[config.mk]
export PLATFORM = sky130hd
export DESIGN_NAME = srhp_top
export DESIGN_NICKNAME = d
export VERILOG_FILES = /design/src/rtl/srhp_pkg.sv /design/src/rtl/srhp_addr_ptr.sv /design/src/rtl/srhp_irq_reg.sv /design/src/rtl/srhp_top.sv
export SDC_FILE = /design/constraint.sdc
export NUM_CORES = 1
export LEC_CHECK = 0
export BUFFER_PORTS_ARGS = -buffer_cell sky130_fd_sc_hd__buf_2
export CAP_MARGIN = 10
export CORE_MARGIN = 2
export CORE_UTILIZATION = 35
export CTS_BUF_LIST = sky130_fd_sc_hd__clkbuf_16
export DETAILED_ROUTE_END_ITERATION = 12
export PLACE_DENSITY_LB_ADDON = 0.3
export SYNTH_ARGS = -nofsm -noshare
export SYNTH_HDL_FRONTEND = slang
export SYNTH_SLANG_ARGS = --single-unit
[constraint.sdc]
create_clock -name clk -period 2.43 [get_ports clk]
set_input_delay 0.486 -clock clk [delete_from_list [all_inputs] [get_ports clk]]
set_output_delay 0.486 -clock clk [all_outputs]
set_load 0.01 [all_outputs]
[src/rtl/srhp_pkg.sv]
package srhp_pkg;
  localparam int unsigned SEL_W  = 6;
  localparam int unsigned INTR_W = 8;

  typedef enum logic { STEP_UP = 1'b0, STEP_DOWN = 1'b1 } step_dir_e;

  localparam logic [SEL_W-1:0] SEL_PTR  = 6'h03;
  localparam logic [SEL_W-1:0] SEL_INTR = 6'h02;
endpackage

[src/rtl/srhp_addr_ptr.sv]
module srhp_addr_ptr
  import srhp_pkg::*;
#(
  parameter int unsigned WORD_W = 8
) (
  input  logic              clk,
  input  logic              rst_n,
  input  logic              load,
  input  logic [WORD_W-1:0] load_word,
  input  logic              step_evt,
  input  step_dir_e         step_dir,
  output logic [WORD_W-1:0] word_q
);
  // one-word step; natural width overflow gives the wrap
  function automatic logic [WORD_W-1:0] next_word(input logic [WORD_W-1:0] w,
                                                  input step_dir_e d);
    return (d == STEP_DOWN) ? w - WORD_W'(1) : w + WORD_W'(1);
  endfunction

  always_ff @(posedge clk) begin
    if (!rst_n)        word_q <= '0;
    else if (load)     word_q <= load_word;
    else if (step_evt) word_q <= next_word(word_q, step_dir);
  end

  a_r8_load_wins: assert property (@(posedge clk) disable iff (!rst_n)
    load |=> word_q == $past(load_word));
  a_r5_step_up: assert property (@(posedge clk) disable iff (!rst_n)
    step_evt && !load && step_dir == STEP_UP |=> word_q == $past(word_q) + WORD_W'(1));
  a_r5_step_down: assert property (@(posedge clk) disable iff (!rst_n)
    step_evt && !load && step_dir == STEP_DOWN |=> word_q == $past(word_q) - WORD_W'(1));
  a_r7_hold: assert property (@(posedge clk) disable iff (!rst_n)
    !load && !step_evt |=> $stable(word_q));
endmodule

[src/rtl/srhp_irq_reg.sv]
module srhp_irq_reg
  import srhp_pkg::*;
(
  input  logic              clk,
  input  logic              rst_n,
  input  logic              host_wr,
  input  logic [INTR_W-1:0] host_d,
  input  logic              cpu_wr,
  input  logic [INTR_W-1:0] cpu_d,
  output logic [INTR_W-1:0] reg_q,
  output logic              irq_n
);
  always_ff @(posedge clk) begin
    if (!rst_n)       reg_q <= '0;
    else if (host_wr) reg_q <= host_d;
    else if (cpu_wr)  reg_q <= cpu_d;
  end

  // registered, active-low pin following the request bit
  always_ff @(posedge clk) begin
    if (!rst_n) irq_n <= 1'b1;
    else        irq_n <= ~reg_q[0];
  end

  a_r10_host_first: assert property (@(posedge clk) disable iff (!rst_n)
    host_wr && cpu_wr |=> reg_q == $past(host_d));
  a_r9_cpu_load: assert property (@(posedge clk) disable iff (!rst_n)
    cpu_wr && !host_wr |=> reg_q == $past(cpu_d));
  a_r11_pin_low: assert property (@(posedge clk) disable iff (!rst_n)
    reg_q[0] |=> !irq_n);
  a_r11_pin_high: assert property (@(posedge clk) disable iff (!rst_n)
    !reg_q[0] |=> irq_n);
endmodule

[src/rtl/srhp_top.sv]
module srhp_top
  import srhp_pkg::*;
#(
  parameter int unsigned RAM_BYTES = 1024,
  parameter int unsigned DATA_W    = 32
) (
  input  logic              clk,
  input  logic              rst_n,
  input  logic              host_wr,
  input  logic              host_rs_n,
  input  logic [SEL_W-1:0]  host_sel,
  input  logic [DATA_W-1:0] host_wdata,
  input  logic              ram_access,
  input  logic              lock_en,
  input  logic              step_down,
  input  logic              cpu_ptr_wr,
  input  logic              cpu_intr_wr,
  input  logic [DATA_W-1:0] cpu_wdata,
  output logic [DATA_W-1:0] ptr_rd,
  output logic [INTR_W-1:0] intr_rd,
  output logic              host_irq_n
);
  localparam int unsigned LSB    = 2;
  localparam int unsigned WORD_W = $clog2(RAM_BYTES) - LSB;
  localparam int unsigned MSB    = LSB + WORD_W - 1;

  // named decode events
  logic              host_ptr_wr, host_intr_wr, step_evt;
  logic [WORD_W-1:0] word_q;

  assign host_ptr_wr  = host_wr && !host_rs_n && (host_sel == SEL_PTR);
  assign host_intr_wr = host_wr && !host_rs_n && (host_sel == SEL_INTR);
  assign step_evt     = ram_access && lock_en;

  srhp_addr_ptr #(.WORD_W(WORD_W)) u_ptr (
    .clk      (clk),
    .rst_n    (rst_n),
    .load     (host_ptr_wr),
    .load_word(host_wdata[MSB:LSB]),
    .step_evt (step_evt),
    .step_dir (step_down ? STEP_DOWN : STEP_UP),
    .word_q   (word_q)
  );

  srhp_irq_reg u_irq (
    .clk    (clk),
    .rst_n  (rst_n),
    .host_wr(host_intr_wr),
    .host_d (host_wdata[INTR_W-1:0]),
    .cpu_wr (cpu_intr_wr),
    .cpu_d  (cpu_wdata[INTR_W-1:0]),
    .reg_q  (intr_rd),
    .irq_n  (host_irq_n)
  );

  assign ptr_rd = DATA_W'({word_q, {LSB{1'b0}}});

  // the CPU has no write path into the pointer
  logic unused_bits;
  assign unused_bits = ^{host_wdata[DATA_W-1:MSB+1], cpu_wdata[DATA_W-1:INTR_W], cpu_ptr_wr};

  a_r4_cpu_no_effect: assert property (@(posedge clk) disable iff (!rst_n)
    cpu_ptr_wr && !host_ptr_wr && !step_evt |=> $stable(ptr_rd));
  a_r3_outside_window: assert property (@(posedge clk) disable iff (!rst_n)
    host_wr && (host_rs_n || host_sel != SEL_PTR) && !step_evt |=> $stable(ptr_rd));
  a_r7_unlocked: assert property (@(posedge clk) disable iff (!rst_n)
    ram_access && !lock_en && !host_ptr_wr |=> $stable(ptr_rd));
  a_r9_host_load: assert property (@(posedge clk) disable iff (!rst_n)
    host_intr_wr |=> intr_rd == $past(host_wdata[INTR_W-1:0]));
endmodule

==> flow_summary.yaml <==
status:
  status: "finished clean"
clock_tree:
  cts_sinks: 17
  ctsHoldBuffers: 0
  post_cts_resized: 0
  insertion_delay_ns: 0.25
  numCtsBuffers: 3
  h-tree-depth: 1
  clkSlewWorstSetupHoldPaths_ns: 0.05
  post_cts_buffers: 0
  tritoncts: "done"
  clockBufferDepth: 2
  cts_root_buf: "clkbuf_16"
final_layout:
  seqCellArea_um2: 340
  multi_input_area_um2: 840
  n_fill_cell: 380
  syn_to_final_growth_pct: 20.1
  drive_above_1_share_pct: 28.6
  layout_common_cells: "buf_2 (48), conb_1 (24), dfxtp_1 (17), nor2_1 (15), a211oi_1 (13)"
  final_nets: 290
  num_antenna_cells: 0
  final_common_cell: "buf_2"
  final_util_pct: 43.6
global_route:
  grt-ovfl-total: 0
  grt_max_degree: 17
  grt_usage_pct: 14.0
  antenna_found_initial: 0
  grt_first_pass_wirelength_mm: 4.65
  grt_pass1_vias: 1037
critical_path:
  slowest_delay_ns: 0.43
  crit_cells: 7
  reg2regPathDepth: 6
  cp_top_family: "compound AO/OA/AOI/OAI gates"
  cp-end-kind: "register"
  path_class: "in -> reg"
  path_cells: "buf_2, inv_1, fa_1, nand2b_1, a21o_1, a211oi_1, a21oi_2"
  cp.arrival_ns: 2.00
  crit_required_ns: 2.55
  critPathSlowestCell: "fa_1"
  worstPathMaxFanout: 8
  path_buf_inv: 2
  cp-start-kind: "primary input"
drt:
  totalWireLength_mm: 2.93
  avgViaCountPerCell: 4.79
  drtPass1Iterations: 4
  ant_nets: 0
  route.detailed.drc: 0
  routedWlPerCell_um: 11.7
  drtIter0Drc: 64
  vias: 1202
pwr:
  ir_worst_vdd_uv: 245
  powerDensity_nw_per_um2: 536
  total_power_uw: 849
  leakagePower_nw: 0.771
timing:
  fin_worst_skew_ns: 0.00257
  final_hold_viol_count: 0
  fmax_ghz: 0.533
  slew_violations: 0
  fin_crit_sh_pct: 77.2
  tightest_slew_ns: 0.505
  rsz0062_at_grt: "no"
  setup_slack_ns: 0.555
  layout_min_cycle_time_ns: 1.88
  slew_headroom_pct: 66.2
  tns_ns: 0
  setup_viol: 0
synth:
  synth-main-ff-cell: "dfxtp_1"
  ys_types: 40
  synth_edf_count: 0
  async_flop_share_pct: 0
  yosys_warnings: 0
  ys_ff_latch: 17
  synth-seq-area-share_pct: 25.8
  synth_cells: 157
  syn-cell-area_um2: 1320
  avgSynthCellArea_um2: 8.39
worst_hold_path:
  min_path_type: "reg -> reg"
  min_path_cells: 1
placement:
  hpwl_mm: 2.34
  port_buffers: 48
  place.gp.congestion: 0.747
  post-place-ws_ns: 0.296
floorplan:
  die_area_um2: 4270
  coreArea_um2: 3630
  io_pins: 120
  die_height_um: 65.4
  die_w_um: 65.4
  initial_core_util_pct: 36.3
  placementRows: 22
run:
  cap_violations: 0
==> cell families after synthesis <==
logic type,count (synthesis),synth area share [%]
AO/OA/AOI/OAI,46,24.5
AND/OR/NAND/NOR,41,17.8
buffers and inverters,35,17.0
flip-flops,17,25.8
multiplexers,8,6.08
adder cells (fa/ha/maj),7,7.22
XOR/XNOR,2,1.33
other,1,0.285
==> state kept, by name, summed over array words and instances, names as in the netlist <==
name,cells
u_irq.reg_q,8
u_ptr.word_q,8
u_irq.irq_n,1
==> cell type report <==
cell class	count	share of cell area [%]
multi-input combinational	128	53.0
inverter	6	1.42
tap	48	3.79
clock inverter	1	0.316
timing repair buffer	48	15.2
sequential	17	21.5
clock buffer	3	4.74
==> where the power goes <==
part / switching (mW) / total, mW / internal [mW]
logic: 0.113 / 0.203 / 0.0898
clock network: 0.112 / 0.332 / 0.220
registers: 0.0155 / 0.314 / 0.298
==> per-stage QoR <==
stage | hold WS (ns) | std cells | instance area [um2]
2_1_floorplan | 0.412 | 180 | 1400
3_3_place_gp | 0.390 | 247 | 1500
3_5_place_dp | 0.383 | 247 | 1500
4_1_cts | 0.395 | 251 | 1580
5_1_grt | 0.404 | 251 | 1580
6_report | 0.394 | 251 | 1580
==> per-layer routing <==
| metal | vias up | wire length (um) | share of wire (%) | GRT usage (%) |
|---|---|---|---|---|
| met5 | - | 0 | 0 | 0 |
| met4 | 0 | 14 | 0.48 | 3.13 |
| met3 | 2 | 211 | 7.2 | 3.42 |
| met2 | 50 | 1250 | 43 | 22.2 |
| met1 | 534 | 1450 | 50 | 19.3 |
| li1 | 616 | - | - | - |
==> cells in the mapped netlist, types with 2 or more instances <==
library cell | n | share of area, %
buf_2 | 2 | 0.76
a211oi_1 | 13 | 7.4
a21o_1 | 3 | 1.7
xnor2_1 | 2 | 1.3
mux2i_1 | 8 | 6.1
nor2_1 | 15 | 4.3
o21ai_0 | 8 | 3.0
or2_2 | 2 | 0.95
nand3_1 | 3 | 1.1
inv_1 | 6 | 1.7
buf_4 | 24 | 14
o21a_1 | 2 | 1.1
dfxtp_1 | 17 | 26
nand2b_1 | 3 | 1.4
a21oi_1 | 5 | 1.9
a31oi_1 | 2 | 0.95
nand2_1 | 8 | 2.3
ha_1 | 6 | 5.7
o311ai_1 | 2 | 1.3
o211ai_1 | 3 | 1.7
clkbuf_1 | 2 | 0.57
and3_1 | 3 | 1.4
==> path summary, 6_finish.rpt <==
kind | startpoint | endpoint | slack (ns)
min | u_irq.reg_q[0] | u_irq.irq_n | 0.39
min reg2reg | u_irq.reg_q[0] | u_irq.irq_n | 0.39
max | step_down | u_ptr.word_q[6] | 0.55
max reg2reg | u_ptr.word_q[0] | u_ptr.word_q[6] | 0.60
(Power assumes the default switching activity.)
